--- config.mk ---
export PLATFORM = sky130hd
export DESIGN_NAME = usb_fs_receiver
export DESIGN_NICKNAME = d
export VERILOG_FILES = /design/src/rtl/usbrx_pkg.sv /design/src/rtl/usbrx_sync.sv /design/src/rtl/usbrx_nco.sv /design/src/rtl/usbrx_bitproc.sv /design/src/rtl/usb_fs_receiver.sv
export SDC_FILE = /design/constraint.sdc
export NUM_CORES = 1
export LEC_CHECK = 0
export CORE_MARGIN = 10
export CORE_UTILIZATION = 40
export DETAILED_ROUTE_END_ITERATION = 10
export PLACE_DENSITY = 0.56
export SLEW_MARGIN = 10
export SYNTH_ARGS = -nofsm -noshare
export SYNTH_HDL_FRONTEND = slang
export SYNTH_SLANG_ARGS = --single-unit
--- constraint.sdc ---
create_clock -name clk -period 3.35 [get_ports clk]
set_clock_uncertainty 0.2 [all_clocks]
set_input_delay 0.67 -clock clk [delete_from_list [all_inputs] [get_ports clk]]
set_output_delay 0.67 -clock clk [all_outputs]
set_load 0.01 [all_outputs]
--- src/rtl/usbrx_pkg.sv ---
`timescale 1ns/1ps
package usbrx_pkg;
  typedef enum logic [1:0] {
    LN_SE0 = 2'b00,
    LN_J   = 2'b01,
    LN_K   = 2'b10,
    LN_SE1 = 2'b11
  } line_t;

  typedef enum logic [1:0] {
    ERR_NONE  = 2'd0,
    ERR_STUFF = 2'd1,
    ERR_ALIGN = 2'd2,
    ERR_LINE  = 2'd3
  } rxerr_t;

  localparam int SYNC_LEN = 8;
  // Decoded start pattern, newest bit in the MSB: seven zeros then a one.
  localparam logic [SYNC_LEN-1:0] SYNC_CODE = {1'b1, {(SYNC_LEN-1){1'b0}}};
endpackage

--- src/rtl/usbrx_sync.sv ---
`timescale 1ns/1ps
module usbrx_sync #(
  parameter int W      = 2,
  parameter int STAGES = 2
) (
  input  logic         clk,
  input  logic         rst_n,
  input  logic [W-1:0] d_i,
  output logic [W-1:0] q_o
);
  logic [W-1:0] stage_q [STAGES];

  generate
    for (genvar s = 0; s < STAGES; s++) begin : g_stage
      if (s == 0) begin : g_first
        always_ff @(posedge clk or negedge rst_n) begin
          if (!rst_n) stage_q[s] <= '0;
          else        stage_q[s] <= d_i;
        end
      end else begin : g_next
        always_ff @(posedge clk or negedge rst_n) begin
          if (!rst_n) stage_q[s] <= '0;
          else        stage_q[s] <= stage_q[s-1];
        end
      end
    end
  endgenerate

  assign q_o = stage_q[STAGES-1];
endmodule

--- src/rtl/usbrx_nco.sv ---
`timescale 1ns/1ps
module usbrx_nco #(
  parameter int PHASE_W = 32
) (
  input  logic               clk,
  input  logic               rst_n,
  input  logic [1:0]         line_i,
  input  logic [PHASE_W-1:0] inc_i,
  output logic               sample_o
);
  localparam int MSB = PHASE_W - 1;

  logic [PHASE_W-1:0] phase_q, phase_n;
  logic [1:0]         line_d_q;
  logic               stb_q, stb_n;
  logic               realign;

  always_comb begin
    realign = (line_i != line_d_q);
    phase_n = realign ? '0 : phase_q + inc_i;
    // Sample where the phase climbs through half scale.
    stb_n   = !phase_q[MSB] && phase_n[MSB];
  end

  always_ff @(posedge clk or negedge rst_n) begin
    if (!rst_n) begin
      phase_q  <= '0;
      line_d_q <= '0;
      stb_q    <= 1'b0;
    end else begin
      phase_q  <= phase_n;
      line_d_q <= line_i;
      stb_q    <= stb_n;
    end
  end

  assign sample_o = stb_q;

  AST_REALIGN_NO_SAMPLE: assert property (@(posedge clk) disable iff (!rst_n)
    realign |=> !sample_o);
endmodule

--- src/rtl/usbrx_bitproc.sv ---
`timescale 1ns/1ps
module usbrx_bitproc
  import usbrx_pkg::*;
#(
  parameter int DATA_W      = 8,
  parameter int STUFF_LIMIT = 6
) (
  input  logic              clk,
  input  logic              rst_n,
  input  logic              sample_i,
  input  logic [1:0]        line_i,
  output logic              valid_o,
  output logic [DATA_W-1:0] data_o,
  output logic              start_o,
  output logic              end_o,
  output logic [1:0]        err_o,
  output logic              active_o
);
  localparam int CNT_W  = $clog2(DATA_W);
  localparam int ONES_W = $clog2(STUFF_LIMIT + 1);
  localparam logic [CNT_W-1:0]  LAST_BIT = CNT_W'(DATA_W - 1);
  localparam logic [ONES_W-1:0] ONES_MAX = ONES_W'(STUFF_LIMIT);

  line_t                line;
  logic                 active_q, active_n;
  logic                 se0_q, se0_n;
  line_t                prev_q, prev_n;
  logic [SYNC_LEN-1:0]  hist_q, hist_n;
  logic [ONES_W-1:0]    ones_q, ones_n;
  logic [CNT_W-1:0]     cnt_q, cnt_n;
  logic [DATA_W-1:0]    sh_q, sh_n;
  logic                 valid_q, valid_n, start_q, start_n, end_q, end_n;
  rxerr_t               err_q, err_n;
  logic [DATA_W-1:0]    byte_q, byte_n;
  logic                 dbit;

  assign line = line_t'(line_i);

  always_comb begin
    active_n = active_q;
    se0_n    = se0_q;
    prev_n   = prev_q;
    hist_n   = hist_q;
    ones_n   = ones_q;
    cnt_n    = cnt_q;
    sh_n     = sh_q;
    byte_n   = byte_q;
    valid_n  = 1'b0;
    start_n  = 1'b0;
    end_n    = 1'b0;
    err_n    = ERR_NONE;
    dbit     = (line == prev_q);
    if (sample_i) begin
      if (!active_q) begin
        if (line == LN_SE0 || line == LN_SE1) begin
          hist_n = '1;
        end else begin
          prev_n = line;
          hist_n = {dbit, hist_q[SYNC_LEN-1:1]};
          if (hist_n == SYNC_CODE) begin
            active_n = 1'b1;
            start_n  = 1'b1;
            se0_n    = 1'b0;
            cnt_n    = '0;
            ones_n   = ONES_W'(1);
          end
        end
      end else if (line == LN_SE0) begin
        se0_n = 1'b1;
      end else if (se0_q || line == LN_SE1) begin
        active_n = 1'b0;
        se0_n    = 1'b0;
        end_n    = 1'b1;
        hist_n   = '1;
        prev_n   = LN_J;
        if (se0_q && line == LN_J)
          err_n = (cnt_q != '0) ? ERR_ALIGN : ERR_NONE;
        else
          err_n = ERR_LINE;
      end else begin
        prev_n = line;
        if (ones_q == ONES_MAX) begin
          if (dbit) begin
            active_n = 1'b0;
            end_n    = 1'b1;
            err_n    = ERR_STUFF;
            hist_n   = '1;
          end else begin
            ones_n = '0;
          end
        end else begin
          sh_n   = {dbit, sh_q[DATA_W-1:1]};
          cnt_n  = cnt_q + 1'b1;
          ones_n = dbit ? ones_q + 1'b1 : '0;
          if (cnt_q == LAST_BIT) begin
            valid_n = 1'b1;
            byte_n  = sh_n;
          end
        end
      end
    end
  end

  always_ff @(posedge clk or negedge rst_n) begin
    if (!rst_n) begin
      active_q <= 1'b0;
      se0_q    <= 1'b0;
      prev_q   <= LN_J;
      hist_q   <= '1;
      ones_q   <= '0;
      cnt_q    <= '0;
      sh_q     <= '0;
      byte_q   <= '0;
      valid_q  <= 1'b0;
      start_q  <= 1'b0;
      end_q    <= 1'b0;
      err_q    <= ERR_NONE;
    end else begin
      active_q <= active_n;
      se0_q    <= se0_n;
      prev_q   <= prev_n;
      hist_q   <= hist_n;
      ones_q   <= ones_n;
      cnt_q    <= cnt_n;
      sh_q     <= sh_n;
      byte_q   <= byte_n;
      valid_q  <= valid_n;
      start_q  <= start_n;
      end_q    <= end_n;
      err_q    <= err_n;
    end
  end

  assign valid_o  = valid_q;
  assign data_o   = byte_q;
  assign start_o  = start_q;
  assign end_o    = end_q;
  assign err_o    = err_q;
  assign active_o = active_q;

  AST_ONES_BOUND: assert property (@(posedge clk) disable iff (!rst_n)
    ones_q <= ONES_MAX);
  AST_BYTE_IN_PACKET: assert property (@(posedge clk) disable iff (!rst_n)
    valid_q |-> $past(active_q));
  AST_START_OPENS: assert property (@(posedge clk) disable iff (!rst_n)
    start_q |-> active_q);
  AST_END_CLOSES: assert property (@(posedge clk) disable iff (!rst_n)
    end_q |-> !active_q && $past(active_q));
  AST_ONE_EVENT: assert property (@(posedge clk) disable iff (!rst_n)
    $onehot0({start_q, valid_q, end_q}));
  AST_ERR_WITH_END: assert property (@(posedge clk) disable iff (!rst_n)
    (err_q != ERR_NONE) |-> end_q);
endmodule

--- src/rtl/usb_fs_receiver.sv ---
`timescale 1ns/1ps
module usb_fs_receiver #(
  parameter int PHASE_W     = 32,
  parameter int SYNC_STAGES = 2,
  parameter int STUFF_LIMIT = 6
) (
  input  logic               clk,
  input  logic               rst_n,
  input  logic               dp_i,
  input  logic               dm_i,
  input  logic [PHASE_W-1:0] bit_inc,
  output logic               rx_valid,
  output logic [7:0]         rx_data,
  output logic               rx_start,
  output logic               rx_end,
  output logic [1:0]         rx_err
);
  localparam int DATA_W = 8;

  logic [1:0]        line_s;
  logic              sample;
  logic              active;
  logic [DATA_W-1:0] byte_d;

  usbrx_sync #(.W(2), .STAGES(SYNC_STAGES)) u_sync (
    .clk(clk), .rst_n(rst_n), .d_i({dm_i, dp_i}), .q_o(line_s)
  );

  usbrx_nco #(.PHASE_W(PHASE_W)) u_nco (
    .clk(clk), .rst_n(rst_n), .line_i(line_s), .inc_i(bit_inc), .sample_o(sample)
  );

  usbrx_bitproc #(.DATA_W(DATA_W), .STUFF_LIMIT(STUFF_LIMIT)) u_bits (
    .clk(clk), .rst_n(rst_n), .sample_i(sample), .line_i(line_s),
    .valid_o(rx_valid), .data_o(byte_d), .start_o(rx_start),
    .end_o(rx_end), .err_o(rx_err), .active_o(active)
  );

  always_comb begin
    if (rx_valid) rx_data = byte_d;
    else          rx_data = {5'd0, active, line_s};
  end

  AST_STATUS_NOT_BYTE: assert property (@(posedge clk) disable iff (!rst_n)
    (!rx_valid && !active) |-> rx_data[7:2] == 6'd0);
endmodule

==> results of run 1 <==
==> metrics by stage <==
stage | total power [mW] | std cells | TNS (ps) | hold slack [ps]
2_1_floorplan | 1.80 | 518 | 0 | 131
4_1_cts | 3.32 | 758 | 0 | 151
3_5_place_dp | 2.16 | 742 | -2960 | 139
5_1_grt | 3.51 | 760 | 0 | 159
3_3_place_gp | 2.14 | 742 | -2590 | 137
6_report | 3.30 | 760 | 0 | 145
==> where the power goes <==
| group | switching [mW] | internal [mW] | total [mW] |
|---|---|---|---|
| clock network | 0.414 | 0.734 | 1.15 |
| logic | 0.532 | 0.473 | 1.01 |
| registers | 0.0775 | 1.07 | 1.15 |
==> metal layers <==
layer | vias up | routed length [um]
li1 | 2001 | -
met1 | 1859 | 5310
met2 | 60 | 5340
met3 | 26 | 401
met4 | 0 | 330
met5 | - | 0
==> Yosys cell counts (all sizes together) (6+ instances only) <==
library cell,n
nand2,88
dfrtp,68
nor2,47
ha,39
o21ai,32
a21oi,30
inv,17
nand3,17
xnor2,16
xor2,13
a21o,12
nor3,11
clkbuf,10
and2,9
buf,9
dfstp,8
and3,7
o21a,7
nand4,6
==> final cells by class <==
cell class	count	share of cell area (%)
Multi-Input combinational cell	405	44.1
Sequential cell	76	31.5
Timing Repair Buffer	102	14.6
Clock buffer	9	3.71
Tap cell	143	2.94
Clock inverter	7	2.04
Inverter	18	1.11
==> how the worst min path moves through the flow <==
| stage | startpoint | endpoint | slack [ps] | cells after the start |
|---|---|---|---|---|
| after global routing | u_sync.stage_q[2] | u_sync.q_o[0] | 160 | 0 |
| after floorplan | u_sync.stage_q[2] | u_sync.q_o[0] | 130 | 0 |
| after CTS | u_sync.stage_q[3] | u_sync.q_o[1] | 150 | 0 |
| final | u_sync.stage_q[3] | u_sync.q_o[1] | 150 | 0 |
| after detailed placement | u_sync.stage_q[3] | u_sync.q_o[1] | 140 | 0 |
| after global placement | u_sync.stage_q[3] | u_sync.q_o[1] | 140 | 0 |
==> worst reg2reg max path: cells and delay by family, from the launching register on <==
kind | cells | cell delay (ps)
flops | 1 | 370
compound gates | 3 | 1010
fa+ha+maj | 2 | 360
buf+inv | 3 | 370
mux | 1 | 140
simple gates | 4 | 370
==> cells by family (layout without fill, tap and decap cells) <==
| kind of cell | after synthesis | after routing |
|---|---|---|
| AO/OA/AOI/OAI | 119 | 119 |
| XOR/XNOR | 29 | 29 |
| adder cells (fa/ha/maj) | 40 | 40 |
| buffers and inverters | 37 | 136 |
| flip-flops | 76 | 76 |
| multiplexers | 7 | 7 |
| AND/OR/NAND/NOR | 210 | 210 |
==> state kept, by name, summed over array words and instances, names as in the netlist <==
signal	count
u_bits.err_o	2
u_nco.phase_q	32
u_bits.cnt_q	3
u_sync.stage_q	2
u_bits.hist_q	7
u_bits.active_o	1
u_bits.se0_q	1
u_sync.q_o	2
u_bits.valid_o	1
u_bits.start_o	1
u_bits.data_o	8
u_bits.end_o	1
u_nco.sample_o	1
u_bits.prev_q	2
u_bits.sh_q	7
u_nco.line_d_q	2
u_bits.ones_q	3
==> timing repair <==
| action | CTS | global route |
|---|---|---|
| endpoints found under the setup margin | 1 | 5 |
| hold buffers | 0 | 0 |
| gates resized for setup | 0 | 8 |
| pin swaps | 1 | 7 |
| buffers inserted | 0 | 2 |
==> flow_metrics.tcl, run 1 <==
set metrics [dict create \
    ys_ff_latch 76 \
    finalHoldViolations 0 \
    layout_commonest_cell "nand2_1" \
    wl_per_cell_um 15.0 \
    cts_buffers 9 \
    slowest_stage "clkdlybuf4s50_1" \
    place_congestion 0.819 \
    criticalPathCategory "in2reg" \
    finish.utilization_pct 53.0 \
    gr-total-overflow 0 \
    syn_inst 518 \
    clock_latency_ps 350 \
    pre_cts_ws_ps -361 \
    hpwl_mm 8.31 \
    rr_worst_depth 13 \
    antenna_cells 0 \
    total_leakage_power_nw 2.92 \
    cp_num_buf_inv 3 \
    root_buffer "clkbuf_16" \
    filler_cell_count 1054 \
    placementRows 39 \
    worstPathMaxFanout 5 \
    vias 3946 \
    max_stage_delay_ps 600 \
    antenna_left 0 \
    top_usage_layer "met2" \
    rsz0062_at_grt "false" \
    crit_end "u_nco.phase_q[24]" \
    start_kind "input port" \
    slew_violations 0 \
    use_met3_pct 2.71 \
    path_depth 12 \
    die_h_um 128 \
    multi_input_area_sq_um 2680 \
    worst_slack_ps 47.0 \
    finalSetupViolCount 0 \
    ys_types 67 \
    dieArea_sq_um 16500 \
    synth_mux_area_share_pct 1.54 \
    final_cell_mix "nand2_1, dfrtp_1, buf_4" \
    grt.total_usage_pct 14.0 \
    cts_tree "yes" \
    dr.pass1.iters 4 \
    yosys_most_used_dff "dfrtp_1" \
    drive_above_1_share_pct 17.2 \
    cp_top_family "compound AO/OA/AOI/OAI gates" \
    power.density_nw_per_um2 544 \
    seq_area_sq_um 1910 \
    areaGrowthSynthToFinish_pct 29.1 \
    initial_core_util_pct 41.0 \
    status "finished, final reports clean" \
    worst_slew_pin_slew_ps 984 \
    yosysWarningCount 0 \
    avgSynthCellArea_sq_um 9.09 \
    crit_required_ps 3380 \
    cts_buffer_depth 2 \
    worstPathCellList "clkdlybuf4s50_1 > ha_4 > and2b_1 > o31a_2 > o211ai_4 > buf_6 > nand2_2 > a311oi_4 > buf_4 > nor3_1 > mux2i_1 > nand3_1" \
    fin_crit_sh_pct 98.6 \
    grt_first_pass_wirelength_mm 18.9 \
    worstPathArrival_ps 3330 \
    synth_area_sq_um 4710 \
    clock_sinks 76 \
    core-area_sq_um 11500 \
    min_path_type "reg2reg" \
    drc 0 \
    ys_top_cells_by_area "dfrtp_1, ha_1, nand2_1" \
    die_w_um 128 \
    synth-xor-area-share_pct 5.40 \
    yosysTopAreaCellShare_pct 36.2 \
    ys_seq_area_share_pct 40.6 \
    nets 688 \
    peakVddDrop_v 0.000267 \
    port_buffers 48 \
    dpl_cell_area_sq_um 5670 \
    relSlewSlack_pct 34.4 \
    worstReg2RegStart "u_nco.phase_q[0]" \
    synthArstFlopShare_pct 100 \
    finalInstanceArea_sq_um 6080 \
    synth_compound_area_share_pct 17.9 \
    period_needed_ps 3300 \
    synth-adder-area-share_pct 10.8 \
    htreeDepth 3 \
    worstSetupStartpoint "bit_inc[2]" \
    grt_use_met2_pct 22.7 \
    antenna_found_initial 0 \
    fmax_mhz 303 \
    rr_endpoint "u_nco.phase_q[24]" \
    postRouteWirelength_mm 11.4 \
    synth-simple-area-share_pct 20.7 \
    r2r_slack_ps 410 \
    crit_path_end_kind "register" \
    initialDrtViolationCount 143 \
    vias_per_cell 5.19 \
    synth_top_family_by_area "simple AND/OR/NAND/NOR gates" \
    cts.clk_slew.worst_paths_ps 70 \
    yosys.area.top_type "dfrtp_1" \
    cap_violations 0 \
    synth_fp_nets 594 \
    first_global_vias 4037 \
    grt_max_degree 77 \
    synth_edf_count 0 \
    met1_usage_pct 17.3 \
    boundaryPins 49 \
]
Power figures use the tool's default switching activity.
==> run 2, diff against run 1 <==
==> constraint.sdc (replaced) <==
create_clock -name clk -period 3.66 [get_ports clk]
set_clock_uncertainty 0.2 [all_clocks]
set_input_delay 0.732 -clock clk [delete_from_list [all_inputs] [get_ports clk]]
set_output_delay 0.732 -clock clk [all_outputs]
set_load 0.01 [all_outputs]
==> run 2 against run 1 <==
  * Non-clock buffer count decreased by 29
  * Combinational power decreased by 16%
  * Critical endpoint is now u_nco.phase_q[30]
  * Global-route usage decreased by 0.073 points
  * Worst hold slack improved by 1.2 ps
  * Largest cell class unchanged
  * Sequential power decreased by 9%
  * Setup slack improved by 200 ps
  * Routed wire length decreased by 3.3%
  * Final cell count decreased by 3.8%
  * Utilization decreased by 2.5 points
  * Critical path depth unchanged
  * Clock power decreased by 17%
  * Count of clock-buffer cells in the layout unchanged
==> flow_metrics.tcl, run 2 (synthesis gave the netlist of run 1 again) <==
set metrics [dict create \
    seq_area_sq_um 1910 \
    fin_hold_ws_ps 146 \
    min_path_type "reg2reg" \
    multi_input_area_sq_um 2650 \
    boundaryPins 49 \
    internal-power_mw 1.91 \
    start_kind "input port" \
    root_buffer "clkbuf_16" \
    crit_path_end_kind "register" \
    cts_tree "yes" \
    dieArea_sq_um 16500 \
    finish.utilization_pct 50.5 \
    antenna_found_initial 0 \
    worstPathMaxFanout 3 \
    worstPathArrival_ps 3450 \
    antenna_cells 0 \
    dpl.cell_count 715 \
    worstReg2RegStart "u_nco.phase_q[0]" \
    power.switching_uw 946 \
    slew_violations 0 \
    rsz0062_at_grt "false" \
    wl_per_cell_um 15.1 \
    grt_max_degree 77 \
    vias 3821 \
    finalSetupViolCount 0 \
    filler_cell_count 1096 \
    placementRows 39 \
    layout_commonest_cell "nand2_1" \
    use_met3_pct 3.04 \
    worstSetupStartpoint "bit_inc[0]" \
    dr.pass1.iters 4 \
    die_w_um 128 \
    fmax_mhz 293 \
    p_clk_share_pct 33.5 \
    core-area_sq_um 11500 \
    initial_core_util_pct 41.0 \
    top_usage_layer "met2" \
    pwr-share-seq_pct 36.8 \
    cts_resized 0 \
    clock_latency_ps 350 \
    hold_buffers 0 \
    largest_reg_flops 32 \
    criticalPathCategory "in2reg" \
    cts_buffer_depth 2 \
    total_leakage_power_nw 2.75 \
    regMostFlops "u_nco.phase_q" \
    relSlewSlack_pct 33.3 \
    gr-total-overflow 0 \
    grt_first_pass_wirelength_mm 18.9 \
    place_congestion 0.816 \
    layoutNonFillerInstCount 731 \
    grt_use_met2_pct 22.6 \
    vias_per_cell 5.23 \
    die_h_um 128 \
    areaGrowthSynthToFinish_pct 22.9 \
    initialDrtViolationCount 175 \
    dpl_cell_area_sq_um 5470 \
    finalInstanceArea_sq_um 5790 \
    worst_slew_pin_slew_ps 1000 \
    port_buffers 48 \
    postRouteWirelength_mm 11.0 \
    swShare_pct 33.1 \
    crit_required_ps 3700 \
    first_global_vias 3991 \
    htreeDepth 3 \
    period_needed_ps 3410 \
    final_cell_mix "nand2_1, dfrtp_1, nor2_1, clkdlybuf4s50_1, ha_1" \
    drive_above_1_share_pct 12.4 \
    pwr-share-comb_pct 29.7 \
    peakVddDrop_v 0.000284 \
    nets 659 \
    hold_start "u_sync.stage_q[2]" \
    met1_usage_pct 17.4 \
    hpwl_mm 8.09 \
    cts_buffers 9 \
    postCtsSetupRepairBufs 0 \
    clock_sinks 76 \
    finalHoldViolations 0 \
    fin_tns_setup_ps 0 \
    antenna_left 0 \
    cap_violations 0 \
    drc 0 \
    cts.clk_slew.worst_paths_ps 70 \
    fin_crit_sh_pct 93.3 \
    status "finished, final reports clean" \
    power.density_nw_per_um2 494 \
    grt.total_usage_pct 13.9 \
]
run 2: cell types whose count changed in the layout (fill, tap and decap cells not counted), moves of 2 or more:
cell | before | now
buf_4 | 54 | 26
bufinv_16 | 3 | 1
ha_1 | 37 | 39
inv_8 | 1 | 3
run 2: worst max-delay path, stage by stage:
cell	delay (ps)
clkdlybuf4s50_1	480
ha_1	170
inv_1	50
fa_1	380
and2b_1	220
o31a_2	160
o211ai_2	120
a2111oi_4	420
nor4_2	120
o31ai_2	300
a41oi_1	170
mux2i_1	140
run 2: power groups by stage:
| stage | Clock [mW] | Sequential (mW) | Combinational, mW |
|---|---|---|---|
| floorplan | 0 | 1.04 | 0.608 |
| global placement | 0 | 1.06 | 0.841 |
| detailed placement | 0 | 1.07 | 0.850 |
| CTS | 0.980 | 1.05 | 0.856 |
| global route | 1.02 | 1.07 | 0.965 |
| finish | 0.958 | 1.05 | 0.849 |
run 2: worst paths after layout:
| kind | endpoint | slack [ps] | depth (start not counted) |
|---|---|---|---|
| hold reg to reg | u_sync.q_o[0] | 150 | 0 |
| hold / removal | u_sync.q_o[0] | 150 | 0 |
| min in group asynchronous | u_nco.phase_q[16] | 310 | 1 |
| setup reg to reg | u_nco.phase_q[30] | 790 | 11 |
| setup / recovery | u_nco.phase_q[30] | 250 | 12 |
| max in group asynchronous | u_nco.phase_q[19] | 2260 | 1 |
run 2: area by class of cell:
class | instances | area share, %
Clock buffer | 9 | 3.89
Clock inverter | 7 | 1.56
Timing Repair Buffer | 73 | 11.5
Inverter | 18 | 1.17
Tap cell | 143 | 3.09
Multi-Input combinational cell | 405 | 45.8
Sequential cell | 76 | 33.0
run 2: per-layer routing:
metal | part of all wire (%) | vias up
li1 | - | 1941
met1 | 46 | 1815
met2 | 48 | 52
met3 | 4.1 | 13
met4 | 1.7 | 0
met5 | 0 | -
run 2: stage by stage:
step                total power, mW  setup WS, ps
finish                         2.86           247
CTS                            2.89           217
floorplan                      1.65           506
global route                   3.05          63.0
detailed placement             1.92          -141
global placement               1.90          -111
